$ cat config.mk
export PLATFORM = sky130hd
export DESIGN_NAME = smc_strobe_gen
export DESIGN_NICKNAME = d
export VERILOG_FILES = /design/src/rtl/smc_pkg.sv /design/src/rtl/smc_cfg_bank.sv /design/src/rtl/smc_access_fsm.sv /design/src/rtl/smc_strobe_map.sv /design/src/rtl/smc_strobe_gen.sv
export SDC_FILE = /design/constraint.sdc
export NUM_CORES = 1
export LEC_CHECK = 0
export BUFFER_PORTS_ARGS = -buffer_cell sky130_fd_sc_hd__buf_2
export CORE_MARGIN = 2
export CORE_UTILIZATION = 52
export CTS_BUF_LIST = sky130_fd_sc_hd__clkbuf_16
export CTS_CLUSTER_DIAMETER = 120
export CTS_CLUSTER_SIZE = 8
export DETAILED_ROUTE_END_ITERATION = 10
export GPL_TIMING_DRIVEN = 0
export PLACE_DENSITY = 0.85
export SYNTH_ARGS = -nofsm -noshare
export SYNTH_HDL_FRONTEND = slang
export SYNTH_SLANG_ARGS = --single-unit
export TNS_END_PERCENT = 20
$ cat constraint.sdc
create_clock -name clk -period 2.65 [get_ports clk]
set_input_delay 0.1325 -clock clk [delete_from_list [all_inputs] [get_ports clk]]
set_output_delay 0.1325 -clock clk [all_outputs]
set_load 0.1 [all_outputs]
$ cat src/rtl/smc_pkg.sv
package smc_pkg;

  parameter int unsigned WS_W = 4;

  typedef struct packed {
    logic            wide;
    logic            bsel;
    logic [WS_W-1:0] wait_n;
  } smc_cfg_t;

  typedef enum logic {
    ST_IDLE   = 1'b0,
    ST_ACTIVE = 1'b1
  } smc_state_e;

endpackage

$ cat src/rtl/smc_cfg_bank.sv
module smc_cfg_bank
  import smc_pkg::*;
#(
  parameter int unsigned NCS       = 4,
  parameter bit          RST_WIDE  = 1'b0,
  localparam int unsigned CS_W     = $clog2(NCS)
) (
  input  logic                clk,
  input  logic                rst_n,
  input  logic                cfg_we,
  input  logic [CS_W-1:0]     cfg_sel,
  input  smc_cfg_t            cfg_d,
  output smc_cfg_t            cfg_q [NCS]
);

  for (genvar c = 0; c < NCS; c++) begin : g_cs
    // Select 0 is the boot device and always starts narrow.
    localparam bit RW = (c == 0) ? 1'b0 : RST_WIDE;

    always_ff @(posedge clk or negedge rst_n) begin
      if (!rst_n) begin
        cfg_q[c] <= '{wide: RW, bsel: 1'b0, wait_n: '0};
      end else if (cfg_we && (cfg_sel == CS_W'(c))) begin
        cfg_q[c] <= cfg_d;
      end
    end
  end

endmodule

$ cat src/rtl/smc_access_fsm.sv
module smc_access_fsm
  import smc_pkg::*;
(
  input  logic            clk,
  input  logic            rst_n,
  input  logic            start,
  input  logic [WS_W-1:0] ws,
  input  logic            n_wait,
  output logic            idle,
  output logic            active,
  output logic            last,
  output logic            done
);

  smc_state_e      state;
  logic [WS_W-1:0] cnt;

  assign idle   = (state == ST_IDLE);
  assign active = (state == ST_ACTIVE);
  // The final active cycle: no wait requested and no wait states left.
  assign last   = active && n_wait && (cnt == '0);

  always_ff @(posedge clk or negedge rst_n) begin
    if (!rst_n) begin
      state <= ST_IDLE;
      cnt   <= '0;
      done  <= 1'b0;
    end else begin
      done <= 1'b0;
      unique case (state)
        ST_IDLE: begin
          if (start) begin
            state <= ST_ACTIVE;
            cnt   <= ws;
          end
        end
        ST_ACTIVE: begin
          if (n_wait) begin
            if (cnt == '0) begin
              state <= ST_IDLE;
              done  <= 1'b1;
            end else begin
              cnt <= cnt - 1'b1;
            end
          end
        end
        default: state <= ST_IDLE;
      endcase
    end
  end

endmodule

$ cat src/rtl/smc_strobe_map.sv
module smc_strobe_map
  import smc_pkg::*;
#(
  parameter int unsigned NCS   = 4,
  parameter int unsigned LANES = 4,
  localparam int unsigned CS_W = $clog2(NCS),
  localparam int unsigned HALF = LANES / 2
) (
  input  logic             active,
  input  logic [CS_W-1:0]  cs,
  input  logic             write,
  input  logic [LANES-1:0] be,
  input  smc_cfg_t         cfg,
  output logic [NCS-1:0]   n_ce,
  output logic [LANES-1:0] n_we,
  output logic             n_wr,
  output logic             n_oe,
  output logic             doe
);

  logic [LANES-1:0] lane_on;
  logic [LANES-1:0] eff_be;

  // Upper lanes exist only on a wide bus.
  for (genvar i = 0; i < LANES; i++) begin : g_lane
    if (i < HALF) begin : g_low
      assign lane_on[i] = 1'b1;
    end else begin : g_high
      assign lane_on[i] = cfg.wide;
    end
  end

  assign eff_be = be & lane_on;

  always_comb begin
    n_ce = '1;
    if (active) n_ce[cs] = 1'b0;
  end

  // Lane strobes fire on writes in either mode, and on reads only as selects.
  assign n_we = (active && (write || cfg.bsel)) ? ~eff_be : '1;
  assign n_wr = ~(active && write && cfg.bsel);
  assign n_oe = ~(active && !write);
  assign doe  = active && write;

endmodule

$ cat src/rtl/smc_strobe_gen.sv
module smc_strobe_gen
  import smc_pkg::*;
#(
  parameter int unsigned NCS      = 4,
  parameter int unsigned ADDR_W   = 24,
  parameter int unsigned DATA_W   = 32,
  parameter bit          RST_WIDE = 1'b0,
  localparam int unsigned CS_W    = $clog2(NCS),
  localparam int unsigned LANES   = DATA_W / 8,
  localparam int unsigned HALF    = LANES / 2
) (
  input  logic              clk,
  input  logic              rst_n,
  input  logic              cfg_we,
  input  logic [CS_W-1:0]   cfg_sel,
  input  logic              cfg_wide,
  input  logic              cfg_bsel,
  input  logic [WS_W-1:0]   cfg_wait,
  input  logic              req_valid,
  output logic              req_ready,
  input  logic              req_write,
  input  logic [ADDR_W-1:0] req_addr,
  input  logic [LANES-1:0]  req_be,
  input  logic [DATA_W-1:0] req_wdata,
  output logic              rsp_valid,
  output logic [DATA_W-1:0] rsp_rdata,
  output logic [NCS-1:0]    n_ce,
  output logic [LANES-1:0]  n_we,
  output logic              n_wr,
  output logic              n_oe,
  input  logic              n_wait,
  output logic [ADDR_W-1:0] mem_addr,
  output logic [DATA_W-1:0] mem_dout,
  output logic              mem_doe,
  input  logic [DATA_W-1:0] mem_din
);

  smc_cfg_t          cfg_q [NCS];
  smc_cfg_t          cfg_d;
  smc_cfg_t          cur_cfg;
  logic [CS_W-1:0]   req_cs;
  logic [CS_W-1:0]   cur_cs;
  logic              cur_wr;
  logic [LANES-1:0]  cur_be;
  logic [DATA_W-1:0] cur_wdata;
  logic [ADDR_W-1:0] cur_addr;
  logic [DATA_W-1:0] din_masked;
  logic              accept;
  logic              idle;
  logic              active;
  logic              last;

  assign cfg_d  = '{wide: cfg_wide, bsel: cfg_bsel, wait_n: cfg_wait};
  assign req_cs = req_addr[ADDR_W-1 -: CS_W];
  assign accept = req_valid && idle;
  assign req_ready = idle;

  smc_cfg_bank #(
    .NCS      (NCS),
    .RST_WIDE (RST_WIDE)
  ) u_cfg (
    .clk     (clk),
    .rst_n   (rst_n),
    .cfg_we  (cfg_we),
    .cfg_sel (cfg_sel),
    .cfg_d   (cfg_d),
    .cfg_q   (cfg_q)
  );

  // Snapshot of the request and its select's configuration, taken at accept.
  always_ff @(posedge clk or negedge rst_n) begin
    if (!rst_n) begin
      cur_cfg   <= '0;
      cur_cs    <= '0;
      cur_wr    <= 1'b0;
      cur_be    <= '0;
      cur_wdata <= '0;
      cur_addr  <= '0;
    end else if (accept) begin
      cur_cfg   <= cfg_q[req_cs];
      cur_cs    <= req_cs;
      cur_wr    <= req_write;
      cur_be    <= req_be;
      cur_wdata <= req_wdata;
      cur_addr  <= req_addr;
    end
  end

  smc_access_fsm u_fsm (
    .clk    (clk),
    .rst_n  (rst_n),
    .start  (accept),
    .ws     (cfg_q[req_cs].wait_n),
    .n_wait (n_wait),
    .idle   (idle),
    .active (active),
    .last   (last),
    .done   (rsp_valid)
  );

  smc_strobe_map #(
    .NCS   (NCS),
    .LANES (LANES)
  ) u_map (
    .active (active),
    .cs     (cur_cs),
    .write  (cur_wr),
    .be     (cur_be),
    .cfg    (cur_cfg),
    .n_ce   (n_ce),
    .n_we   (n_we),
    .n_wr   (n_wr),
    .n_oe   (n_oe),
    .doe    (mem_doe)
  );

  // Narrow bus: upper data lanes return zero.
  for (genvar i = 0; i < LANES; i++) begin : g_rd
    if (i < HALF) begin : g_low
      assign din_masked[8*i +: 8] = mem_din[8*i +: 8];
    end else begin : g_high
      assign din_masked[8*i +: 8] = cur_cfg.wide ? mem_din[8*i +: 8] : 8'h00;
    end
  end

  always_ff @(posedge clk or negedge rst_n) begin
    if (!rst_n) begin
      rsp_rdata <= '0;
    end else if (last) begin
      rsp_rdata <= din_masked;
    end
  end

  assign mem_addr = cur_addr;
  assign mem_dout = cur_wdata;

endmodule

### Word-level counts from Yosys, hierarchy flattened

Cells that the tools add are included.

| word-level totals | value |
|---|---|
| register bits after elaboration | 127 |
| latch bits | 0 |
| memory bits (writable) | 0 |
| bits in read-only memories | 0 |
| bits of input ports | 106 |
| output and inout bits | 101 |
| memories | 0 |

| operators by class | value |
|---|---|
| add/sub/neg operators | 1 |
| $mul | 0 |
| divide/modulo/power cells | 0 |
| order comparisons | 3 |
| equal/unequal tests | 6 |
| shifts and indexed selects | 0 |
| mux-type cells | 20 |
| bitwise gates (word level) | 7 |
| reduce and logical (&&, ||, !) cells | 17 |

Operators with widths:

| kind | count |
|---|---|
| $mux W4 | 5 |
| $mux W8 | 2 |
| $bmux W6 S2 | 1 |
| $logic_and A1 B1 Y1 | 12 |
| $mux W6 | 2 |
| $not A4 Y4 | 2 |
| $pmux W4 S2 | 1 |
| $mux W1 | 7 |
| $ne A2 B2 Y1 const B | 3 |
| $and A4 B4 Y4 | 1 |
| $eq A2 B2 Y1 const B | 2 |
| $logic_not A4 Y1 | 1 |
| $sub A4 B1 Y4 const B | 1 |
| $ge A3 B3 Y1 const B | 1 |
| $lt A2 B3 Y1 const B | 1 |
| $not A1 Y1 | 3 |
| $not A2 Y3 | 1 |
| $reduce_and A3 Y1 | 1 |
| $demux W1 S2 | 1 |
| $eq A2 B1 Y1 const B | 1 |
| $ge A2 B1 Y1 const B | 1 |
| $logic_not A2 Y1 | 1 |
| $pmux W1 S2 | 1 |
| $logic_not A1 Y1 | 1 |
| $logic_or A1 B1 Y1 | 1 |

### Longest topological paths before layout

Gate-level depths: netlist (run 1).

| depth | value |
|---|---|
| depth in word-level cells | 6 |
| depth in mapped cells | 5 |

### Hierarchy

A second synthesis (run 1) with hierarchy kept.

| unflattened totals | value |
|---|---|
| cells, all modules | 352 |
| area total of the unflattened synthesis | 5,218.8 µm² |

By module, submodules not included:

| module | instances | cells an instance | area an instance (µm²) | sequential area each (µm²) |
|---|---|---|---|---|
| smc_strobe_gen | 1 | 254 | 3,878.7 | 2,477.4 |
| smc_cfg_bank | 1 | 52 | 917.1 | 600.6 |
| smc_access_fsm | 1 | 34 | 339.1 | 150.1 |
| smc_strobe_map | 1 | 12 | 83.8 | 0.0 |

### Worst setup path before layout (run 1)

OpenSTA, ideal clock, no wires.

| path | value |
|---|---|
| kind | register -> output |
| from | register u_fsm.state (netlist: u_fsm.active) |
| to | output n_wr |
| arrival | 2,235 ps |
| path slack | 282 ps |
| stages on the path, launching flop included | 4 |
| cell sequence | dfrtp_1 -> clkbuf_1 -> and2_1 -> nand2_1 |

| between the ends | value |
|---|---|
| longest elaborated chain between the ends | 3 |

Ends and longest elaborated chain:

| what | RTL line | text |
|---|---|---|
| from (decl) | smc_access_fsm.sv:15 | `smc_state_e state;` |
| from (signal assigned) | smc_access_fsm.sv:25 | `state <= ST_IDLE;` |
| from (signal assigned) | smc_access_fsm.sv:33 | `state <= ST_ACTIVE;` |
| from (signal assigned) | smc_access_fsm.sv:40 | `state <= ST_IDLE;` |
| $logic_and A1 B1 Y1 | n/a |  |
| via mem_doe | smc_strobe_gen.sv:34 | `output logic mem_doe,` |
| $logic_and A1 B1 Y1 | smc_strobe_map.sv:42 | `assign n_wr = ~(active && write && cfg.bsel);` |
| $not A1 Y1 | smc_strobe_map.sv:42 |  |
| to (decl) | smc_strobe_gen.sv:29 | `output logic n_wr,` |

The timed path passes the listed nets, and every way through them passes these cells.

### Worst setup path in the final report (run 1)

| path | value |
|---|---|
| from | register u_fsm.state (netlist: u_fsm.active) |
| to | output n_we[3] |

| between the ends | value |
|---|---|
| longest elaborated chain between the ends | 2 |

Ends and longest elaborated chain:

| what | RTL line | text |
|---|---|---|
| $logic_and A1 B1 Y1 | smc_strobe_map.sv:41 | `assign n_we = (active && (write \|\| cfg.bsel)) ? ~eff_be : '1;` |
| $mux W4 | smc_strobe_map.sv:41 |  |
| to (decl) | smc_strobe_gen.sv:28 | `output logic [LANES-1:0] n_we,` |

No other way between the ends.

==> impl_metrics.tcl, run 1 <==
set metrics [dict create \
    layout.nets 771 \
    status "completed" \
    cp-end-kind "output pin" \
    crit_type "flip-flop to output pin" \
    cp.arrival_ns 2.21 \
    dp_slack_ns 0.677 \
    place.gp.congestion 0.752 \
    holdPathStages 2 \
    r2r_end "rsp_rdata[15]" \
    fill_cells 522 \
    min-delay-start "cfg_wide" \
    setup_viol 0 \
    syn_area_um2 5080 \
    maxCapViolations 0 \
    clkTransAtPathRegs_ns 0.06 \
    r2r_slack_ns 0.64 \
    via_per_inst 5.10 \
    drt-initial-drc-count 140 \
    drive_above_1_share 0.511 \
    seqCellArea_um2 3130 \
    cts_made_buffers 17 \
    drc 0 \
    synth_fp_nets 450 \
    ctsLongestPathBuffers 2 \
    cts_sinks 125 \
    multi_input_area_um2 1810 \
    finalWirelength_um 15500 \
    seq_area_frac_synth 0.615 \
    layout_common_cells "buf_2 (211), dfrtp_1 (125), dlygate4sd3_1 (97)" \
    cts_setup_buffers 0 \
    tightest_slew_ns 0.548 \
    dieWidth_um 103 \
    rows 36 \
    yosysTopAreaCellShare 0.615 \
    final_common_cell "buf_2" \
    syn-mean-instance-area_um2 14.8 \
    worstPathRequired_ns 2.52 \
    rr_startpoint "u_fsm.cnt[0]" \
    ff2ff_path_depth 5 \
    ys_types 31 \
    finalCritPeriodShare 0.885 \
    ys_ff_latch 125 \
    area_growth_pct 55.0 \
    synth_area_leaders "dfrtp_1 (62%), mux2_2 (20%), mux2i_1 (3.7%)" \
    grt_max_degree 72 \
    dpl.hpwl_um 8370 \
    setup_slack_ns 0.306 \
    max_freq_ghz 0.427 \
    final-hold-violation-count 0 \
    grt_pass1_vias 4451 \
    cts_resized 0 \
    cts_root_buf "clkbuf_16" \
    fin_setup_tns_ns 0 \
    rsz0062_at_grt "false" \
    numPortBuffers 204 \
    layout_min_cycle_time_ns 2.34 \
    min_to "u_cfg.cfg_q[5]" \
    fp.dieArea_um2 10600 \
    die_y_um 103 \
    wl_per_cell_um 19.0 \
    grt_util_all_layers 0.297 \
    maxSlewHeadroom 0.633 \
    hold_class "input port to flip-flop" \
    synth_top_area_cell "dfrtp_1" \
    h-tree-depth 4 \
    crit_path_start_kind "flip-flop" \
    first_pass_iters 4 \
    cts_tree "built" \
    initial_core_util 0.527 \
    dr_total_vias 4144 \
    crit_fanout 10 \
    ant_nets 0 \
    ioPinCount 207 \
    grt_pass1_wl_um 23000 \
    grt.overflow.total 0 \
    slew_viol_final 0 \
    skew_ns 0.00653 \
    worstSkewPairLatency_ns 0.41 \
    grt_antenna_before_repair 0 \
    synthCells 343 \
    ys_warn_count 0 \
    core_um2 9640 \
]
==> stage by stage <==
stage          cell area [um2]  cells  hold slack [ns]   util
2_1_floorplan             5080    343           -0.163      -
3_3_place_gp              6270    680            0.349  0.651
3_5_place_dp              6300    681            0.113  0.654
4_1_cts                   7870    809         0.000543  0.816
5_1_grt                   7880    810          0.00423  0.817
6_report                  7880    812           0.0158  0.817
==> state kept, by name (all words and copies together), names as in the netlist, 2 cells and up <==
signal,cells
u_cfg.cfg_q,24
cur_be,4
u_fsm.cnt,4
mem_dout,32
cur_cs,2
mem_addr,22
rsp_rdata,32
cur_cfg,2
==> cell usage after synthesis <==
cell type  count
nand2_1       21
o21ai_0        1
buf_2          8
nor3_1         1
buf_4          3
nor4b_4        1
a21boi_0       1
a21oi_1        2
nand3b_1       5
buf_1          2
mux2_1        12
a21o_1         1
nand4b_1       1
o31a_1         1
nor2b_1        2
nand2b_1       1
or3b_2         1
inv_1         19
or3_1          1
nor3b_2        1
clkbuf_1       2
o31ai_1        1
and2_1         2
dfrtp_1      125
nor4_1         1
mux2i_1       19
nand3_1        5
nor2_1         5
mux2_2        91
mux4_2         6
ha_1           1
==> how the worst max path moves through the flow <==
| stage | cells past startpoint | slack, ns | to | start |
|---|---|---|---|---|
| 3_3_place_gp | 1 | 0.03 | mem_dout[19] | rst_n |
| 5_1_grt | 5 | 0.14 | n_we[3] | u_fsm.active |
| 3_5_place_dp | 5 | 0.68 | rsp_rdata[14] | u_fsm.cnt[0] |
| 4_1_cts | 5 | 0.41 | n_we[2] | u_fsm.active |
| 6_report | 5 | 0.31 | n_we[3] | u_fsm.active |
| 2_1_floorplan | 3 | 0.28 | n_wr | u_fsm.active |
==> logic make-up (layout without fill, tap and decap cells) <==
family,count (synthesis),in the layout,share of synthesized area
AO/OA/AOI/OAI,7,7,0.00911
adder cells (fa/ha/maj),1,1,0.00246
buffers and inverters,34,368,0.0293
flip-flops,125,125,0.615
multiplexers,128,128,0.292
other,0,2,0
AND/OR/NAND/NOR,48,48,0.0517
==> per-layer routing <==
metal,vias up,GRT usage,wire (um),part of all wire
met3,58,0.0922,958,0.062
met4,0,0.148,597,0.039
met2,181,0.519,8120,0.53
met1,2064,0.329,5790,0.37
li1,1841,-,-,-
met5,-,0,0,0
==> critical path: stages, from the launching register on <==
cell	delay [ns]
dfrtp_1	0.38
clkbuf_1	0.39
inv_1	0.24
nor2_1	0.31
nand3_1	0.13
buf_2	0.33
==> final cells by class <==
class                      instances  share of cell area
multi-input combinational        184               0.229
timing repair buffer             302               0.257
buffer                            15             0.00984
tap                              133              0.0211
inverter                          19             0.00905
sequential                       125               0.397
antenna                            2            0.000635
clock inverter                    15              0.0221
clock buffer                      17              0.0540
==> repair_timing <==
item                       4_1_cts  5_1_grt
setup endpoints to repair        0        0
hold buffers                    96        1
hold endpoints to repair       158        1
Power of run 1 is left out: the tool's default activity adds up to more than one toggle a clock period on the data nets, which glitch-free logic cannot reach.
==> run 2, diff against run 1 <==
clock period = 2.8 ns   (was 2.65 ns; I/O delays follow)
==> impl_metrics.tcl, run 2 (synthesis gave the netlist of run 1 again) <==
set metrics [dict create \
    status "completed" \
    cts_sinks 125 \
    layout.nets 767 \
    cts_tree "built" \
    cts_setup_buffers 0 \
    tightest_slew_ns 0.546 \
    setup_viol 0 \
    crit_fanout 10 \
    drt-initial-drc-count 127 \
    max_freq_ghz 0.424 \
    ant_nets 0 \
    timing.hold.ws_ns 0.00644 \
    via_per_inst 5.13 \
    fin_setup_tns_ns 0 \
    postCtsHoldBufs 93 \
    maxSlewHeadroom 0.634 \
    wl_per_cell_um 19.4 \
    place.gp.congestion 0.752 \
    place_area_um2 6300 \
    postLayoutCoreUtil 0.813 \
    dr_total_vias 4135 \
    die_y_um 103 \
    cts_made_buffers 17 \
    critPathLaunch "u_fsm.active" \
    layout_common_cells "buf_2 (211), dfrtp_1 (125), dlygate4sd3_1 (93)" \
    core_um2 9640 \
    slew_viol_final 0 \
    cts_resized 0 \
    final-hold-violation-count 0 \
    grt_max_degree 72 \
    fp.dieArea_um2 10600 \
    grt_antenna_before_repair 0 \
    area_growth_pct 54.1 \
    grt_util_all_layers 0.299 \
    drive_above_1_share 0.514 \
    finalWirelength_um 15600 \
    clkTransAtPathRegs_ns 0.06 \
    rr_startpoint "u_fsm.cnt[0]" \
    worstPathRequired_ns 2.66 \
    final_common_cell "buf_2" \
    worstSkewPairLatency_ns 0.41 \
    hold_class "input port to flip-flop" \
    initial_core_util 0.527 \
    skew_ns 0.0120 \
    diodes 0 \
    dpl.hpwl_um 8370 \
    grt_pass1_wl_um 23200 \
    h-tree-depth 4 \
    dieWidth_um 103 \
    min-delay-start "cfg_wait[0]" \
    rsz0062_at_grt "false" \
    final_cell_area_um2 7840 \
    maxCapViolations 0 \
    cp-end-kind "output pin" \
    ioPinCount 207 \
    first_pass_iters 4 \
    ctsLongestPathBuffers 2 \
    layout_min_cycle_time_ns 2.36 \
    finalCritPeriodShare 0.843 \
    drc 0 \
    rows 36 \
    cp.arrival_ns 2.22 \
    grt.overflow.total 0 \
    grt_pass1_vias 4421 \
    crit_path_start_kind "flip-flop" \
    crit_type "flip-flop to output pin" \
    numPortBuffers 204 \
    cts_root_buf "clkbuf_16" \
]
==> run 2: changes by cell type in the layout (fill, tap and decap cells not counted) <==
| cell | change |
|---|---|
| dlygate4sd3_1 | -4 |
| diode_2 | -2 |
==> run 2: worst paths after layout <==
| path | to | slack (ns) | cells after the start |
|---|---|---|---|
| hold / removal | u_cfg.cfg_q[18] | 0.006 | 2 |
| setup / recovery | n_we[3] | 0.44 | 5 |
| hold reg to reg | mem_dout[19] | 0.50 | 1 |
| max in group asynchronous | rsp_rdata[16] | 1.83 | 3 |
| setup reg to reg | rsp_rdata[15] | 0.80 | 5 |
| min in group asynchronous | rsp_rdata[10] | 0.25 | 2 |
==> run 2: area by class of cell <==
cell class                 instances  area, um2
sequential                       125       3130
fill                             534       1800
multi-input combinational        184       1810
timing repair buffer             298       1990
tap                              133        166
clock buffer                      17        425
inverter                          19       71.3
buffer                            15       77.6
clock inverter                    15        174
==> run 2: critical path, cell delays in order, from the launching register on <==
cell and delay [ns]:
dfrtp_1 0.38, clkbuf_1 0.39, inv_1 0.24, nor2_1 0.32, nand3_1 0.13, buf_2 0.33
==> run 2: per-layer routing <==
metal | vias up | global-route usage | share of wire
li1 | 1830 | - | -
met5 | - | 0 | 0
met4 | 0 | 0.142 | 0.038
met3 | 57 | 0.0915 | 0.060
met1 | 2068 | 0.329 | 0.37
met2 | 180 | 0.529 | 0.53
==> run 2: per-stage QoR <==
| stage | std cells | setup slack (ns) |
|---|---|---|
| 3_3_place_gp | 680 | 0.171 |
| 4_1_cts | 806 | 0.557 |
| 6_report | 806 | 0.441 |
| 3_5_place_dp | 681 | 0.827 |
| 5_1_grt | 806 | 0.302 |
| 2_1_floorplan | 343 | 0.425 |
Power of run 2 is left out for the same reason.
==> run 3, diff against run 2 <==
CORE_UTILIZATION = 48   (was 52)
PLACE_DENSITY = 0.8   (was 0.85)
clock period = 2.4 ns   (was 2.8 ns; I/O delays follow)
==> impl_metrics.tcl, run 3 (synthesis gave the netlist of run 1 again) <==
set metrics [dict create \
    clkTransAtPathRegs_ns 0.05 \
    maxCapViolations 0 \
    dr_total_vias 4095 \
    drt-initial-drc-count 174 \
    setup_viol 0 \
    ant_nets 0 \
    cts_tree "built" \
    final-hold-violation-count 0 \
    layout_common_cells "buf_2 (211), dfrtp_1 (125), dlygate4sd3_1 (99)" \
    fill_cells 596 \
    fin_setup_tns_ns 0 \
    numPortBuffers 204 \
    layout_min_cycle_time_ns 2.15 \
    ioPinCount 207 \
    seqCellArea_um2 3130 \
    tightest_slew_ns 0.585 \
    h-tree-depth 4 \
    hold_class "input port to flip-flop" \
    wl_per_cell_um 17.3 \
    grt_max_degree 65 \
    die_y_um 107 \
    cp-end-kind "output pin" \
    worstPathRequired_ns 2.28 \
    finalWirelength_um 14100 \
    finalCritPeriodShare 0.895 \
    maxSlewHeadroom 0.610 \
    status "completed" \
    dp_slack_ns 0.446 \
    grt_util_all_layers 0.252 \
    area_growth_pct 54.4 \
    drc 0 \
    crit_fanout 13 \
    initial_core_util 0.492 \
    multi_input_area_um2 1810 \
    grt_pass1_wl_um 21900 \
    cts_setup_buffers 0 \
    drive_above_1_share 0.510 \
    rows 37 \
    fp.dieArea_um2 11400 \
    dpl.hpwl_um 8590 \
    crit_type "flip-flop to output pin" \
    worstSkewPairLatency_ns 0.41 \
    core_um2 10300 \
    max_freq_ghz 0.466 \
    layout.nets 772 \
    grt_pass1_vias 4511 \
    cts_made_buffers 17 \
    final_common_cell "buf_2" \
    dieWidth_um 107 \
    grt_antenna_before_repair 0 \
    ctsLongestPathBuffers 2 \
    cts_root_buf "clkbuf_16" \
    setup_slack_ns 0.252 \
    grt.overflow.total 0 \
    place.gp.congestion 0.773 \
    cts_sinks 125 \
    cp.arrival_ns 2.03 \
    via_per_inst 5.02 \
    rsz0062_at_grt "false" \
    crit_path_start_kind "flip-flop" \
    slew_viol_final 0 \
    first_pass_iters 6 \
    skew_ns 0.00976 \
]
run 3: layer usage:
metal  track usage  share of wire
met5             0              0
met4         0.106          0.022
met3        0.0632          0.047
met2         0.472           0.55
met1         0.269           0.38
run 3: metrics by stage:
step / cells / hold slack (ns) / cell area [um2] / util
final: 815 / 0.134 / 7850 / 0.760
after global routing: 814 / 0.160 / 7850 / 0.760
after CTS: 815 / 0.117 / 7850 / 0.760
after detailed placement: 684 / 0.144 / 6310 / 0.611
after global placement: 683 / 0.337 / 6270 / 0.608
after floorplan: 343 / -0.176 / 5080 / -
run 3: worst max-delay path, cell delays in order, from the launching register on:
cell     delay, ns
dfrtp_1       0.59
inv_1         0.24
nor2_1        0.33
nand3_1       0.13
buf_2         0.33
run 3: path summary, 6_finish.rpt:
kind,from,cells past startpoint,to,slack (ns)
min in group asynchronous,rst_n,2,u_fsm.done,0.27
max,u_fsm.active,4,n_we[2],0.25
max reg2reg,u_fsm.active,4,rsp_rdata[15],0.35
min,n_wait,4,u_fsm.cnt[3],0.13
max in group asynchronous,rst_n,3,mem_addr[10],1.43
min reg2reg,rsp_rdata[13],1,rsp_rdata[13],0.49
run 3: area by class of cell:
cell class | count | share of cell area
well taps | 136 | 0.0217
flip-flops and latches | 125 | 0.399
multi-input cells | 184 | 0.230
repair buffers | 304 | 0.261
diodes | 1 | 0.000319
inverters | 19 | 0.00909
plain buffers | 14 | 0.00941
clock buffers | 17 | 0.0542
clock inverters | 15 | 0.0159
run 3: repair_timing:
action,CTS,global route
endpoints found under the hold margin,176,0
hold buffers,99,0
setup endpoints to repair,0,2
gates resized for setup,0,0
Power of run 3 is left out for the same reason.
